--- src/rtl/tick_pkg.sv ---
package tick_pkg;
   localparam int REG_CTRL = 'h10;
   localparam int REG_LOAD = 'h14;
   localparam int REG_CURR = 'h18;
   localparam int REG_CAL  = 'h1C;

   localparam int BIT_RUN  = 0;
   localparam int BIT_IE   = 1;
   localparam int BIT_SRC  = 2;
   localparam int BIT_FLAG = 16;

   typedef struct packed {
      logic src_core;
      logic irq_en;
      logic run;
   } tick_ctrl_t;
endpackage

--- src/rtl/tick_step_sel.sv ---
module tick_step_sel #(
   parameter bit HAS_REF = 1'b1
) (
   input  logic run,
   input  logic src_core,
   input  logic ref_tick,
   output logic step
);
   generate
      if (HAS_REF) begin : g_ref
         assign step = run & (src_core | ref_tick);
      end else begin : g_core_only
         logic unused_ref;
         assign unused_ref = ref_tick | src_core;
         assign step = run;
      end
   endgenerate
endmodule

--- src/rtl/tick_core.sv ---
module tick_core #(
   parameter int CNT_W = 24
) (
   input  logic             clk,
   input  logic             rst_n,
   input  logic             step,
   input  logic             load,
   input  logic [CNT_W-1:0] reload,
   input  logic             irq_en,
   input  logic             flag_clr,
   output logic [CNT_W-1:0] count,
   output logic             expire,
   output logic             flag,
   output logic             irq
);
   localparam logic [CNT_W-1:0] ONE = CNT_W'(1);

   assign expire = step & ~load & (count == ONE);

   always_ff @(posedge clk or negedge rst_n) begin
      if (!rst_n) begin
         count <= '0;
         flag  <= 1'b0;
         irq   <= 1'b0;
      end else begin
         if (load)
            count <= reload;
         else if (step)
            count <= (count == '0) ? reload : count - ONE;
         flag <= (flag & ~flag_clr) | expire;
         irq  <= expire & irq_en;
      end
   end


   irq_pulse_chk: assert property (@(posedge clk) disable iff (!rst_n)
      irq |=> !irq);

   irq_flag_chk: assert property (@(posedge clk) disable iff (!rst_n)
      irq |-> flag);

   hold_chk: assert property (@(posedge clk) disable iff (!rst_n)
      (!step && !load) |=> $stable(count));

   wrap_chk: assert property (@(posedge clk) disable iff (!rst_n)
      (step && !load && count == '0) |=> count == $past(reload));
endmodule

--- src/rtl/tick_timer.sv ---
module tick_timer
   import tick_pkg::*;
#(
   parameter int          CNT_W     = 24,
   parameter int          DATA_W    = 32,
   parameter int          ADDR_W    = 8,
   parameter int unsigned CAL_VALUE = 10000,
   parameter bit          HAS_REF   = 1'b1
) (
   input  logic              clk,
   input  logic              rst_n,
   input  logic              ref_tick,
   input  logic              wr_en,
   input  logic              rd_en,
   input  logic [ADDR_W-1:0] addr,
   input  logic [DATA_W-1:0] wdata,
   output logic [DATA_W-1:0] rdata,
   output logic              irq
);
   localparam int PAD_W = DATA_W - CNT_W;

   generate
      if (CNT_W < 2 || CNT_W > DATA_W) begin : g_bad_cnt
         $error("tick_timer: CNT_W must lie in 2..DATA_W");
      end
      if (DATA_W <= BIT_FLAG) begin : g_bad_data
         $error("tick_timer: DATA_W must exceed the flag position");
      end
      if (ADDR_W < 5) begin : g_bad_addr
         $error("tick_timer: ADDR_W too small for the register window");
      end
   endgenerate

   tick_ctrl_t       ctrl_q;
   logic [CNT_W-1:0] reload_q;
   logic [CNT_W-1:0] count;
   logic             step, expire, flag;

   logic hit_ctrl, hit_load, hit_curr, hit_cal;
   assign hit_ctrl = (addr == ADDR_W'(REG_CTRL));
   assign hit_load = (addr == ADDR_W'(REG_LOAD));
   assign hit_curr = (addr == ADDR_W'(REG_CURR));
   assign hit_cal  = (addr == ADDR_W'(REG_CAL));

   logic ctrl_wr, src_change, load, flag_clr;
   assign ctrl_wr    = wr_en & hit_ctrl;
   assign src_change = ctrl_wr & (wdata[BIT_SRC] != ctrl_q.src_core);
   assign load       = (wr_en & hit_curr) | src_change;
   assign flag_clr   = (rd_en & hit_ctrl) | (wr_en & hit_curr);

   always_ff @(posedge clk or negedge rst_n) begin
      if (!rst_n) begin
         ctrl_q   <= '0;
         reload_q <= '0;
      end else begin
         if (ctrl_wr) begin
            ctrl_q.run      <= wdata[BIT_RUN];
            ctrl_q.irq_en   <= wdata[BIT_IE];
            ctrl_q.src_core <= wdata[BIT_SRC];
         end else if (expire && reload_q == '0) begin
            ctrl_q.run <= 1'b0;
         end
         if (wr_en && hit_load)
            reload_q <= wdata[CNT_W-1:0];
      end
   end

   tick_step_sel #(.HAS_REF(HAS_REF)) u_sel (
      .run      (ctrl_q.run),
      .src_core (ctrl_q.src_core),
      .ref_tick (ref_tick),
      .step     (step)
   );

   tick_core #(.CNT_W(CNT_W)) u_core (
      .clk      (clk),
      .rst_n    (rst_n),
      .step     (step),
      .load     (load),
      .reload   (reload_q),
      .irq_en   (ctrl_q.irq_en),
      .flag_clr (flag_clr),
      .count    (count),
      .expire   (expire),
      .flag     (flag),
      .irq      (irq)
   );

   always_comb begin
      rdata = '0;
      if (hit_ctrl) begin
         rdata[BIT_RUN]  = ctrl_q.run;
         rdata[BIT_IE]   = ctrl_q.irq_en;
         rdata[BIT_SRC]  = ctrl_q.src_core;
         rdata[BIT_FLAG] = flag;
      end else if (hit_load) begin
         rdata = {{PAD_W{1'b0}}, reload_q};
      end else if (hit_curr) begin
         rdata = ctrl_q.run ? {{PAD_W{1'b0}}, count} : '0;
      end else if (hit_cal) begin
         rdata = DATA_W'(CAL_VALUE);
      end
   end


   zero_reload_stop_chk: assert property (@(posedge clk) disable iff (!rst_n)
      (expire && reload_q == '0 && !ctrl_wr) |=> !ctrl_q.run);

   ctrl_keep_chk: assert property (@(posedge clk) disable iff (!rst_n)
      (!ctrl_wr && !expire) |=> $stable(ctrl_q));

   src_reload_chk: assert property (@(posedge clk) disable iff (!rst_n)
      src_change |=> count == $past(reload_q));
endmodule

--- config.mk ---
export PLATFORM = sky130hd
export DESIGN_NAME = tick_timer
export DESIGN_NICKNAME = d
export VERILOG_FILES = /design/src/rtl/tick_pkg.sv /design/src/rtl/tick_step_sel.sv /design/src/rtl/tick_core.sv /design/src/rtl/tick_timer.sv
export SDC_FILE = /design/constraint.sdc
export NUM_CORES = 1
export LEC_CHECK = 0
export BUFFER_PORTS_ARGS = -buffer_cell sky130_fd_sc_hd__buf_2
export CAP_MARGIN = 0
export CORE_UTILIZATION = 30
export CTS_CLUSTER_SIZE = 24
export DETAILED_ROUTE_END_ITERATION = 10
export PLACE_DENSITY = 0.56
export SYNTH_ARGS = -nofsm -noshare
export SYNTH_HDL_FRONTEND = slang
export SYNTH_SLANG_ARGS = --single-unit
--- constraint.sdc ---
create_clock -name clk -period 2.49 [get_ports clk]
set_input_delay 0.1245 -clock clk [delete_from_list [all_inputs] [get_ports clk]]
set_output_delay 0.1245 -clock clk [all_outputs]
set_load 0.05 [all_outputs]
==> flow_summary.json <==
{
  "outcome": "complete, no violations",
  "core_um2": 10400,
  "rows": 37,
  "synthDistinctLibCells": 50,
  "cts_buffer_depth": 2,
  "drt_wl_total_um": 9210,
  "timing.fmax_mhz": 421,
  "min_from": "wdata[12]",
  "pre_cts_ws_ns": 0.106,
  "critPathMaxStageDelay_ns": 0.53,
  "end_kind": "output port",
  "required_ns": 2.37,
  "post-synth-top-area-cell": "dfrtp_1",
  "clock-sinks": 53,
  "layout.nets": 458,
  "cp_cell_sequence": "buf_2 -> or4b_1 -> or3_1 -> nor3b_2 -> buf_4 -> a22o_1 -> buf_2",
  "post-route-period-util_pct": 95.3,
  "pwr-share-comb_pct": 18.9,
  "syn_avg_cell_area_um2": 9.75,
  "grt_pass1_vias": 2921,
  "grt_max_degree": 29,
  "min_period_ns": 2.37,
  "p_sw_mw": 0.570,
  "r2r-end": "ctrl_q[0]",
  "p_per_area_nw_per_um2": 455,
  "cap_violations": 0,
  "peakVddDrop_uv": 261,
  "grt.total_usage_pct": 16.9,
  "slowest_stage": "or4b_1",
  "seq_area_frac_synth_pct": 41.0,
  "cts_made_buffers": 5,
  "overflow": 0,
  "drive_gt1_share_pct": 35.0,
  "syn_area_um2": 3240,
  "synth_edf_count": 0,
  "die_w_um": 106,
  "whs_endpoint": "reload_q[12]",
  "swShare_pct": 31.5,
  "routedWlPerCell_um": 16.8,
  "drtAntennaViolNets": 0,
  "p_int_mw": 1.24,
  "route.detailed.drc": 0,
  "drtIter0Drc": 209,
  "areaGrowthSynthToFinish_pct": 23.0,
  "fill_cells": 1070,
  "synth_top_area_share_pct": 41.0,
  "synth_cells": 332,
  "r2r_cells": 5,
  "num_io_pins": 78,
  "p_clk_share_pct": 27.4,
  "clock_latency_ns": 0.31,
  "viasPerCell": 5.37,
  "rsz0062_at_grt": "false",
  "skew_ns": 0.00878,
  "io_buffers": 61,
  "synthFlopType": "dfrtp_1",
  "setup_viol": 0,
  "cp_common_cell": "buf_2",
  "cts_tree": "done",
  "cp_max_fo": 9,
  "yosys-top-cells-area": "dfrtp_1 (41%), mux2_2 (9.4%), a22o_1 (4.9%)",
  "antenna_cells": 0,
  "yosys_warnings": 0,
  "start_util_pct": 31.1,
  "die-area_um2": 11200,
  "fin_ws_ns": 0.117,
  "postCtsSetupBuffers": 0,
  "htreeDepth": 2,
  "grt_pass1_wl_um": 14900,
  "leakagePower_nw": 2.01,
  "slew_headroom_pct": 56.8,
  "vias": 2939,
  "place_area_um2": 3890,
  "worstHoldPathCells": 2,
  "finalHoldViolCount": 0,
  "clkTransAtPathRegs_ns": 0.10,
  "path_class": "input port to output port",
  "antenna_found_initial": 0,
  "power.share.sequential_pct": 53.7,
  "tightest_slew_ns": 0.648,
  "timing.rr.start": "u_core.count[6]",
  "r2r_slack_ns": 0.14,
  "die_h_um": 106,
  "dr.pass1.iters": 4,
  "post_cts_resized": 0,
  "cp.arrival_ns": 2.25,
  "dpl.hpwl_um": 6890,
  "setup-tns-final_ns": 0,
  "cts_root_buffer": "clkbuf_8",
  "async_flop_share_pct": 100,
  "cp-start-kind": "input port",
  "synth-seq-cells": 53,
  "yosys-top-cells-count": "dfrtp_1 (53), o21ai_0 (28), mux2_2 (27)",
  "place.gp.congestion": 0.820,
  "hp-class": "input port to register",
  "design_area_um2": 3980,
  "synth.most_common_cell": "dfrtp_1",
  "slew_viol_final": 0
}
## critical path: cells and delay by family
family                 cells  cell delay (ns)
and+or+nand+nor            3             1.37
buffers and inverters      3             0.59
AOI/OAI and AO/OA          1             0.16
## logic make-up after synthesis
kind of cell,Yosys count,share of synthesized area (%)
xor gates and xnor gates,1,0.271
buffers and inverters,40,6.11
and+or+nand+nor,104,18.1
other,1,0.116
adders and majority gates,3,1.16
AOI/OAI and AO/OA,87,18.9
DFF,53,41.0
muxes,43,14.4
## metal layers
layer  vias up  GRT usage, %  wire (um)
li1       1389             -          -
met1      1436          22.9       4210
met2       100          27.3       4260
met3        14          2.94        560
met4         0          5.56        173
met5         -             0          0
## cell usage in the layout, fill, tap and decap left out, types with 3 or more instances in the layout
master	n
buf_4	29
buf_12	4
nand3_1	5
a21oi_1	8
mux2_2	27
clkbuf_8	5
nor4_1	16
mux2i_1	15
dfrtp_1	53
conb_1	8
nor3_1	13
nand2_1	21
ha_1	3
and3_1	6
a22o_1	11
buf_2	61
inv_1	9
a22o_2	7
nor2_1	21
a22oi_1	5
o2bb2ai_1	10
a221o_1	4
o21ai_0	28
## per-stage QoR
stage | power, mW | hold WS, ns | utilization [%] | instances
floorplan | 1.19 | -0.171 | - | 339
global placement | 1.32 | 0.180 | 37.3 | 538
detailed placement | 1.33 | 0.190 | 37.3 | 538
CTS | 1.83 | 0.0271 | 38.2 | 547
global route | 1.92 | 0.0296 | 38.2 | 547
finish | 1.81 | 0.0337 | 38.2 | 547
## what timing repair did
item / CTS / global route
hold buffers: 1 / 0
setup endpoints to repair: 0 / 0
endpoints found under the hold margin: 25 / 0
## how the worst max path moves through the flow
stage	end	depth (start not counted)	from	slack (ns)
floorplan	rdata[16]	7	addr[1]	0.02
global placement	rdata[23]	7	addr[1]	0.08
detailed placement	rdata[20]	7	addr[1]	0.11
CTS	rdata[20]	7	addr[1]	0.10
global route	rdata[20]	7	addr[1]	0.01
finish	rdata[20]	7	addr[1]	0.12
## final cells by class
class | count | area, um2 | share of cell area [%]
clock buffers | 5 | 68.8 | 1.73
clock inverters | 3 | 17.5 | 0.440
inverters | 9 | 33.8 | 0.848
repair buffers | 95 | 613 | 15.4
flip-flops and latches | 53 | 1330 | 33.3
multi-input cells | 246 | 1750 | 44.0
well taps | 136 | 170 | 4.27
## power by group through the flow
stage / combinational, mW / sequential, mW / clock [mW]
floorplan: 0.235 / 0.959 / 0
global placement: 0.333 / 0.988 / 0
detailed placement: 0.337 / 0.990 / 0
CTS: 0.346 / 0.971 / 0.516
global route: 0.382 / 0.982 / 0.551
finish: 0.343 / 0.973 / 0.497
## state kept, by name, indices dropped and copies added (netlist names)
signal,count
u_core.count,24
u_core.flag,1
reload_q,24
u_core.irq,1
ctrl_q,3
(Power assumes the default switching activity.)
